==> config.mk <==
export PLATFORM = sky130hd
export DESIGN_NAME = atr_timeout_monitor
export DESIGN_NICKNAME = d
export VERILOG_FILES = /design/src/rtl/atr_mon_pkg.sv /design/src/rtl/atr_down_timer.sv /design/src/rtl/atr_irq_flag.sv /design/src/rtl/atr_timeout_monitor.sv
export SDC_FILE = /design/constraint.sdc
export NUM_CORES = 1
export LEC_CHECK = 0
export BUFFER_PORTS_ARGS = -buffer_cell sky130_fd_sc_hd__clkbuf_2
export CAP_MARGIN = 0
export CORE_AREA = 8 8 90 92
export CTS_CLUSTER_SIZE = 20
export DETAILED_ROUTE_END_ITERATION = 12
export DIE_AREA = 0 0 98 100
export GPL_ROUTABILITY_DRIVEN = 0
export PLACE_DENSITY = 0.75
export SYNTH_ARGS = -nofsm -noshare
export SYNTH_HDL_FRONTEND = slang
export SYNTH_SLANG_ARGS = --single-unit
==> constraint.sdc <==
create_clock -name clk_i -period 2.8 [get_ports clk_i]
set_input_delay 0.7 -clock clk_i [delete_from_list [all_inputs] [get_ports clk_i]]
set_output_delay 0.7 -clock clk_i [all_outputs]
set_load 0.01 [all_outputs]
==> src/rtl/atr_mon_pkg.sv <==
package atr_mon_pkg;
  localparam int unsigned NUM_TMR = 2;
  typedef enum int unsigned {
    TMR_START = 0,
    TMR_DUR   = 1
  } tmr_idx_e;
endpackage

==> src/rtl/atr_down_timer.sv <==
module atr_down_timer #(
  parameter int unsigned     CNT_W   = 16,
  parameter logic [CNT_W-1:0] RST_THR = '0
) (
  input  logic             clk_i,
  input  logic             rst_ni,
  input  logic             arm_i,
  input  logic             stop_i,
  input  logic             tick_i,
  input  logic [CNT_W-1:0] thr_i,
  input  logic             thr_we_i,
  output logic             run_o,
  output logic             fire_o
);
  logic [CNT_W-1:0] thr_q, cnt_q, thr_load;
  logic             run_q, last;

  assign thr_load = thr_we_i ? thr_i : thr_q;
  assign last     = (cnt_q <= CNT_W'(1));
  // arm > stop > reload > tick
  assign fire_o   = run_q & ~arm_i & ~stop_i & ~thr_we_i & tick_i & last;
  assign run_o    = run_q;

  always_ff @(posedge clk_i or negedge rst_ni) begin
    if (!rst_ni) begin
      thr_q <= RST_THR;
    end else if (thr_we_i) begin
      thr_q <= thr_i;
    end
  end

  always_ff @(posedge clk_i or negedge rst_ni) begin
    if (!rst_ni) begin
      run_q <= 1'b0;
      cnt_q <= '0;
    end else if (arm_i) begin
      run_q <= 1'b1;
      cnt_q <= thr_load;
    end else if (stop_i) begin
      run_q <= 1'b0;
    end else if (run_q) begin
      if (thr_we_i) begin
        cnt_q <= thr_i;
      end else if (tick_i) begin
        if (last) begin
          run_q <= 1'b0;
          cnt_q <= '0;
        end else begin
          cnt_q <= cnt_q - CNT_W'(1);
        end
      end
    end
  end
endmodule

==> src/rtl/atr_irq_flag.sv <==
module atr_irq_flag (
  input  logic clk_i,
  input  logic rst_ni,
  input  logic set_i,
  input  logic clr_i,
  output logic flag_o
);
  always_ff @(posedge clk_i or negedge rst_ni) begin
    if (!rst_ni)    flag_o <= 1'b0;
    else if (set_i) flag_o <= 1'b1;  // set wins over clear
    else if (clr_i) flag_o <= 1'b0;
  end
endmodule

==> src/rtl/atr_timeout_monitor.sv <==
module atr_timeout_monitor #(
  parameter int unsigned CNT_W     = 16,
  parameter int unsigned START_RST = 40000,
  parameter int unsigned DUR_RST   = 19200
) (
  input  logic             clk_i,
  input  logic             rst_ni,
  input  logic             cclk_tick_i,
  input  logic             etu_tick_i,
  input  logic             rst_edge_i,
  input  logic             first_start_i,
  input  logic             dur_en_i,
  input  logic [CNT_W-1:0] start_thr_i,
  input  logic             start_thr_we_i,
  input  logic [CNT_W-1:0] dur_thr_i,
  input  logic             dur_thr_we_i,
  input  logic             start_clr_i,
  input  logic             dur_clr_i,
  output logic             start_irq_o,
  output logic             dur_irq_o
);
  import atr_mon_pkg::*;

  logic [NUM_TMR-1:0] arm, stop, tick, we, fire, run, clr, irq;
  logic [CNT_W-1:0]   thr [NUM_TMR];

  // start timer: reset-line edge arms, first start bit aborts silently
  assign arm[TMR_START]  = rst_edge_i;
  assign stop[TMR_START] = first_start_i;
  assign tick[TMR_START] = cclk_tick_i;
  assign thr[TMR_START]  = start_thr_i;
  assign we[TMR_START]   = start_thr_we_i;
  assign clr[TMR_START]  = start_clr_i;

  // duration timer: armed by first start bit, disarmed by enable low or new reset edge
  assign arm[TMR_DUR]    = first_start_i & dur_en_i & ~rst_edge_i;
  assign stop[TMR_DUR]   = ~dur_en_i | rst_edge_i;
  assign tick[TMR_DUR]   = etu_tick_i;
  assign thr[TMR_DUR]    = dur_thr_i;
  assign we[TMR_DUR]     = dur_thr_we_i;
  assign clr[TMR_DUR]    = dur_clr_i;

  for (genvar g = 0; g < NUM_TMR; g++) begin : g_tmr
    localparam logic [CNT_W-1:0] RST_VAL =
      (g == TMR_START) ? CNT_W'(START_RST) : CNT_W'(DUR_RST);

    atr_down_timer #(
      .CNT_W  (CNT_W),
      .RST_THR(RST_VAL)
    ) u_tmr (
      .clk_i   (clk_i),
      .rst_ni  (rst_ni),
      .arm_i   (arm[g]),
      .stop_i  (stop[g]),
      .tick_i  (tick[g]),
      .thr_i   (thr[g]),
      .thr_we_i(we[g]),
      .run_o   (run[g]),
      .fire_o  (fire[g])
    );

    atr_irq_flag u_flag (
      .clk_i (clk_i),
      .rst_ni(rst_ni),
      .set_i (fire[g]),
      .clr_i (clr[g]),
      .flag_o(irq[g])
    );
  end

  assign start_irq_o = irq[TMR_START];
  assign dur_irq_o   = irq[TMR_DUR];
endmodule

==> impl_results.md, run 1 <==
* DR iter-0 viols at 95
* Max-cap violations at 0
* Setup crit start kind: register
* Worst Path Arrival at 2.62 ns
* Largest net degree at the start of global routing at 44
* Worst-path fanout max at 5
* WS Path Type: reg -> reg
* Placed cell count at 465
* Vias post-DR at 2944
* Global-route wire length before repair at 14200 µm
* Antenna-violating nets left at 0
* Fin crit share at 0.855
* Slew @ Worst Pin at 0.959 ns
* Flop pwr share at 0.513
* Setup violations, final at 0
* Wire per inst at 17.4 µm
* Num CTS Buffers at 9
* Max-slew headroom at 0.361
* Multi-input logic area at 0.00171 mm²
* Most frequent cells in the layout: 59 x dfrtp_1, 43 x clkbuf_2, 32 x mux2_2, 29 x nand2_1, 23 x nand3_1
* Post_cts resized at 0
* FFs w/ async S/R, synth at 1.00
* Die Ht at 100 µm
* Root buf cell: clkbuf_8
* Clock transition at path regs at 0.08 ns
* Io pins at 45
* Port-buffer cells at 44
* Psw at 732 µW
* Die Width at 98 µm
* Antenna Cells at 0
* CTS Hold Bufs at 0
* Worst R2R Setup Slack at 0.40 ns
* Share of cells above drive strength 1 at 0.303
* Antenna violations before repair at 0
* Switching Share at 0.304
* Syn Area/Cell at 10.2 µm²
* Tot GR Track Use at 0.179
* Clock Skew at 0.00785 ns
* Post-synth EDFFs at 0
* CP endpoint kind: register
* Final nets at 443
* # Post-CTS Setup Buffers at 0
* Worst reg2reg path startpoint: g_tmr[1].u_tmr.cnt_q[0]$_DFFE_PN0P_
* Pwr dens at 589 mW/mm²
* Final min period at 2.40 ns
* Clock tree buffer depth at 2
* Fill count at 580
* Worst IR drop on VDD at 0.000314 V
* Post-Syn Nets at 399
* Residual DRC at 0
* Core box area at 0.00664 mm²
* Final hold violations at 0
* FP Rows at 30
* Reg area at 0.00171 mm²
* Most common cell after layout, fill and taps aside: dfrtp_1
* RSZ-0062 raised after global routing: no
* Clk Latency, worst-skew pair at 0.35 ns
* Syn Std Cell Area at 0.00358 mm²
* Clock power share at 0.309
* Total routed wirelength at 8350 µm
* Cells after Synth at 352
* Clock sinks at 68
* Final Max Slew Viols at 0
* Vias in the first global route at 3074
* Synthesized flop and latch total at 68
* HPWL after detailed placement at 6010 µm
* YS warnings at 0
* CP required at 3.02 ns
* Fmax at 418 MHz
* Area Overhead vs Synth at 14.2%
* Status: completed
* Total Neg Setup Slack at 0 ns
* Gate power share at 0.179
* Vias per cell at 6.13
* Worst r2r dst: g_tmr[1].u_tmr.cnt_q[12]$_DFFE_PN0P_
* CTS tree: yes
* Yosys cell types at 51
* HP Class: in -> async
* Final Non-Filler Cells at 480
* Pre-Repair DR Iteration Count at 4
* Cell-internal power at 1.67 mW
* Post-synthesis sequential area ratio at 0.479
* Htree depth at 3
* Main synth FF type: dfrtp_1
* Initial Utilization at 0.538
* Leakage at 1.69 nW
* GRT Residual Overflow at 0
* DIE AREA at 0.00980 mm²
* R2r worst-path depth at 7
sequential cells by signal (all words and copies together), names as in the netlist:
name	flops
g_tmr.u_tmr.cnt_q	32
g_tmr.u_tmr.thr_q	32
g_tmr.u_flag.flag_o	2
g_tmr.u_tmr.run_o	2
per-stage QoR:
stage	hold WS, ns	instance area (µm²)	setup slack, ns	util	power [mW]
6_report	0.355	4080	0.405	0.615	2.41
3_3_place_gp	0.482	3910	0.482	0.588	1.66
5_1_grt	0.384	4080	0.308	0.615	2.54
4_1_cts	0.370	4080	0.405	0.615	2.43
3_5_place_dp	0.488	3910	0.435	0.588	1.68
2_1_floorplan	0.404	3580	0.607	-	1.53
power groups by stage:
stage	sequential, mW	combinational (mW)	clock, mW
finish	1.23	0.430	0.743
global placement	1.24	0.415	0
floorplan	1.20	0.323	0
detailed placement	1.25	0.432	0
CTS	1.23	0.435	0.758
global route	1.25	0.485	0.806
critical path: stages (launching register included):
cell and delay (ns):
dfrtp_1 0.42, inv_1 0.11, ha_1 0.23, or3b_1 0.47, or4_4 0.46, or3_1 0.36, nand3_1 0.11, o311ai_2 0.11
cell families (layout without fill, tap and decap cells):
| logic type | count (synthesis) | after routing | share of synthesized area |
|---|---|---|---|
| AO/OA/AOI/OAI | 95 | 95 | 0.189 |
| adder cells (fa/ha/maj) | 4 | 4 | 0.0140 |
| flip-flops | 68 | 68 | 0.479 |
| AND/OR/NAND/NOR | 113 | 113 | 0.174 |
| buffers and inverters | 40 | 88 | 0.0434 |
| multiplexers | 32 | 32 | 0.101 |
metal layers:
| metal | global-route usage | vias up | wire [µm] | share of wire |
|---|---|---|---|---|
| met1 | 0.198 | 1455 | 3490 | 0.42 |
| met5 | 0 | - | 0 | 0 |
| met4 | 0.0899 | 0 | 203 | 0.024 |
| met2 | 0.315 | 56 | 4350 | 0.52 |
| met3 | 0.0415 | 17 | 304 | 0.036 |
| li1 | - | 1416 | - | - |
final cells by class:
type	instances	share of cell area
Tap cell	80	0.0245
Clock inverter	4	0.00613
Timing Repair Buffer	56	0.0790
Inverter	17	0.0156
Sequential cell	68	0.419
Multi-Input combinational cell	244	0.418
Clock buffer	11	0.0371
how the worst max path moves through the flow:
stage	depth (start not counted)	start	to	slack, ns
after global routing	7	g_tmr[1].u_tmr.cnt_q[0]$_DFFE_PN0P_	g_tmr[1].u_tmr.cnt_q[12]$_DFFE_PN0P_	0.31
after CTS	7	g_tmr[1].u_tmr.cnt_q[0]$_DFFE_PN0P_	g_tmr[1].u_tmr.cnt_q[12]$_DFFE_PN0P_	0.40
final	7	g_tmr[1].u_tmr.cnt_q[0]$_DFFE_PN0P_	g_tmr[1].u_tmr.cnt_q[12]$_DFFE_PN0P_	0.40
after detailed placement	7	g_tmr[1].u_tmr.cnt_q[0]$_DFFE_PN0P_	g_tmr[1].u_tmr.cnt_q[12]$_DFFE_PN0P_	0.44
after floorplan	7	g_tmr[1].u_tmr.cnt_q[0]$_DFFE_PN0P_	g_tmr[1].u_tmr.cnt_q[12]$_DFFE_PN0P_	0.61
after global placement	7	g_tmr[1].u_tmr.cnt_q[0]$_DFFE_PN0P_	g_tmr[1].u_tmr.cnt_q[12]$_DFFE_PN0P_	0.48
cells in the mapped netlist (all sizes together) (7+ instances only):
library cell,count,share of area
dfrtp,59,0.41
o211ai,7,0.015
a21oi,19,0.028
nor3,10,0.015
nor2,10,0.010
o21ai,17,0.024
clkbuf,18,0.019
dfstp,9,0.066
nand3,23,0.032
inv,17,0.018
nand2,29,0.030
a32oi,7,0.017
or4,10,0.023
mux2,32,0.10
Power figures use the tool's default switching activity.
==> run 2, diff against run 1 <==
SETUP_SLACK_MARGIN = 0.5   (was not set)
==> run 2 against run 1 <==
Against the previous run:
- final area rose by 0.89%
- hold slack improved by 0.00099 ns
- sequential share of layout area fell by 0.37 points
- combinational power rose by 3%
- sequential power barely moved
- critical path depth did not move
- non-clock buffer count rose by 1
- critical endpoint unchanged
==> impl_results.md, run 2 (same netlist as run 1, synthesis figures left out) <==
* Root buf cell: clkbuf_8
* Most common cell after layout, fill and taps aside: dfrtp_1
* Global-route wire length before repair at 14200 µm
* Multi-input logic area at 0.00174 mm²
* Setup crit start kind: register
* Final min period at 2.22 ns
* Residual DRC at 0
* Die Ht at 100 µm
* Largest net degree at the start of global routing at 44
* Htree depth at 3
* Cell-internal power at 1.68 mW
* Core Util, Final at 0.620
* Placed inst area at 0.00391 mm²
* Antenna violations before repair at 0
* CTS tree: yes
* Critical path's largest stage delay at 0.44 ns
* Antenna Cells at 0
* Cell family contributing the most delay on the critical path: simple AND/OR/NAND/NOR gates
* Core box area at 0.00664 mm²
* Tot GR Track Use at 0.178
* Gate power share at 0.184
* Worst-path fanout max at 5
* Vias per cell at 6.11
* Vias post-DR at 2940
* Die Width at 98 µm
* Share of cells above drive strength 1 at 0.319
* Antenna-violating nets left at 0
* Max-cap violations at 0
* Vias in the first global route at 3075
* HP Class: in -> async
* Switching Share at 0.304
* DIE AREA at 0.00980 mm²
* Clock power share at 0.306
* WP depth at 7
* Worst IR drop on VDD at 0.000314 V
* FP Rows at 30
* Worst Path Buf+Inv at 1
* Psw at 737 µW
* R2r worst-path depth at 7
* Initial Utilization at 0.538
* CP required at 3.02 ns
* DR iter-0 viols at 84
* Setup violations, final at 0
* Clock Skew at 0.00829 ns
* Final Max Slew Viols at 0
* Area Overhead vs Synth at 15.2%
* Leakage at 1.69 nW
* Design area at 0.00412 mm²
* Clk Latency, worst-skew pair at 0.35 ns
* Slew @ Worst Pin at 0.798 ns
* Critical-path cell list: inv_2, ha_4, or3b_4, or4_4, or3_4, nand3_1, o311ai_2
* Final hold violations at 0
* Fin Hold WS at 0.356 ns
* Total Neg Setup Slack at 0 ns
* Fmax at 449 MHz
* Pre-Repair DR Iteration Count at 4
* CTS Hold Bufs at 0
* Clock tree buffer depth at 2
* Port-buffer cells at 44
* Total routed wirelength at 8290 µm
* HPWL after detailed placement at 6010 µm
* WS Path Type: reg -> reg
* Reg area at 0.00171 mm²
* Clock sinks at 68
* Fin crit share at 0.795
* Wire per inst at 17.2 µm
* CP endpoint kind: register
* Crit path max-delay cell type: or4_4
* Max-slew headroom at 0.468
* Num CTS Buffers at 9
* Status: completed
* Final nets at 444
* Io pins at 45
* Top Registers: g_tmr.u_tmr.cnt_q x32, g_tmr.u_tmr.thr_q x32
* Most frequent cells in the layout: 59 x dfrtp_1, 43 x clkbuf_2, 32 x mux2_2, 29 x nand2_1, 23 x nand3_1
* Fill count at 575
* RSZ-0062 raised after global routing: yes
* Clock transition at path regs at 0.08 ns
* Flop pwr share at 0.510
* Worst Path Arrival at 2.45 ns
* Pwr dens at 588 mW/mm²
* GRT Residual Overflow at 0
## run 2: final timing paths
| path | to | start | slack (ns) |
|---|---|---|---|
| min in group clk_i | g_tmr[1].u_tmr.thr_q[1]$_DFF_PN0_ | g_tmr[1].u_tmr.thr_q[1]$_DFF_PN0_ | 0.50 |
| min | g_tmr[1].u_tmr.cnt_q[15]$_DFFE_PN0P_ | rst_ni | 0.36 |
| min reg2reg | g_tmr[1].u_tmr.thr_q[1]$_DFF_PN0_ | g_tmr[1].u_tmr.thr_q[1]$_DFF_PN0_ | 0.50 |
| max in group asynchronous | g_tmr[0].u_tmr.thr_q[11]$_DFF_PN1_ | rst_ni | 1.74 |
| max reg2reg | g_tmr[1].u_tmr.cnt_q[12]$_DFFE_PN0P_ | g_tmr[1].u_tmr.cnt_q[1]$_DFFE_PN0P_ | 0.58 |
| max | g_tmr[1].u_tmr.cnt_q[12]$_DFFE_PN0P_ | g_tmr[1].u_tmr.cnt_q[1]$_DFFE_PN0P_ | 0.58 |
## run 2: per-layer routing
metal / share of wire / wire length [µm] / up-vias / global-route usage
li1: - / - / 1418 / -
met1: 0.41 / 3430 / 1453 / 0.197
met2: 0.53 / 4370 / 50 / 0.316
met3: 0.034 / 281 / 19 / 0.0415
met4: 0.025 / 206 / 0 / 0.0899
met5: 0 / 0 / - / 0
## run 2: stage by stage
step	power (mW)	instances	setup slack [ns]
2_1_floorplan	1.53	352	0.607
3_3_place_gp	1.66	465	0.482
3_5_place_dp	1.68	465	0.435
4_1_cts	2.43	480	0.473
5_1_grt	2.56	481	0.478
6_report	2.42	481	0.575
## run 2: area by class of cell
type,count,share of cell area
multi-input cells,244,0.422
flip-flops and latches,68,0.416
repair buffers,57,0.0802
clock buffers,11,0.0367
well taps,80,0.0243
inverters,17,0.0155
clock inverters,4,0.00607
## run 2: power groups by stage
stage / sequential (mW) / clock [mW] / combinational (mW)
2_1_floorplan: 1.20 / 0 / 0.323
5_1_grt: 1.25 / 0.806 / 0.504
4_1_cts: 1.23 / 0.758 / 0.439
3_3_place_gp: 1.24 / 0 / 0.415
3_5_place_dp: 1.25 / 0 / 0.432
6_report: 1.24 / 0.741 / 0.445
## run 2: worst register-to-register path, cell delays in order, from the launching register on
cell	delay, ns
dfrtp_1	0.43
inv_2	0.10
ha_4	0.14
or3b_4	0.42
or4_4	0.44
or3_4	0.35
nand3_1	0.10
o311ai_2	0.11
## run 2: what timing repair did
action	in CTS	in global routing
buffers inserted	0	1
pin swaps	0	1
gates resized for setup	3	5
endpoints found under the setup margin	6	16
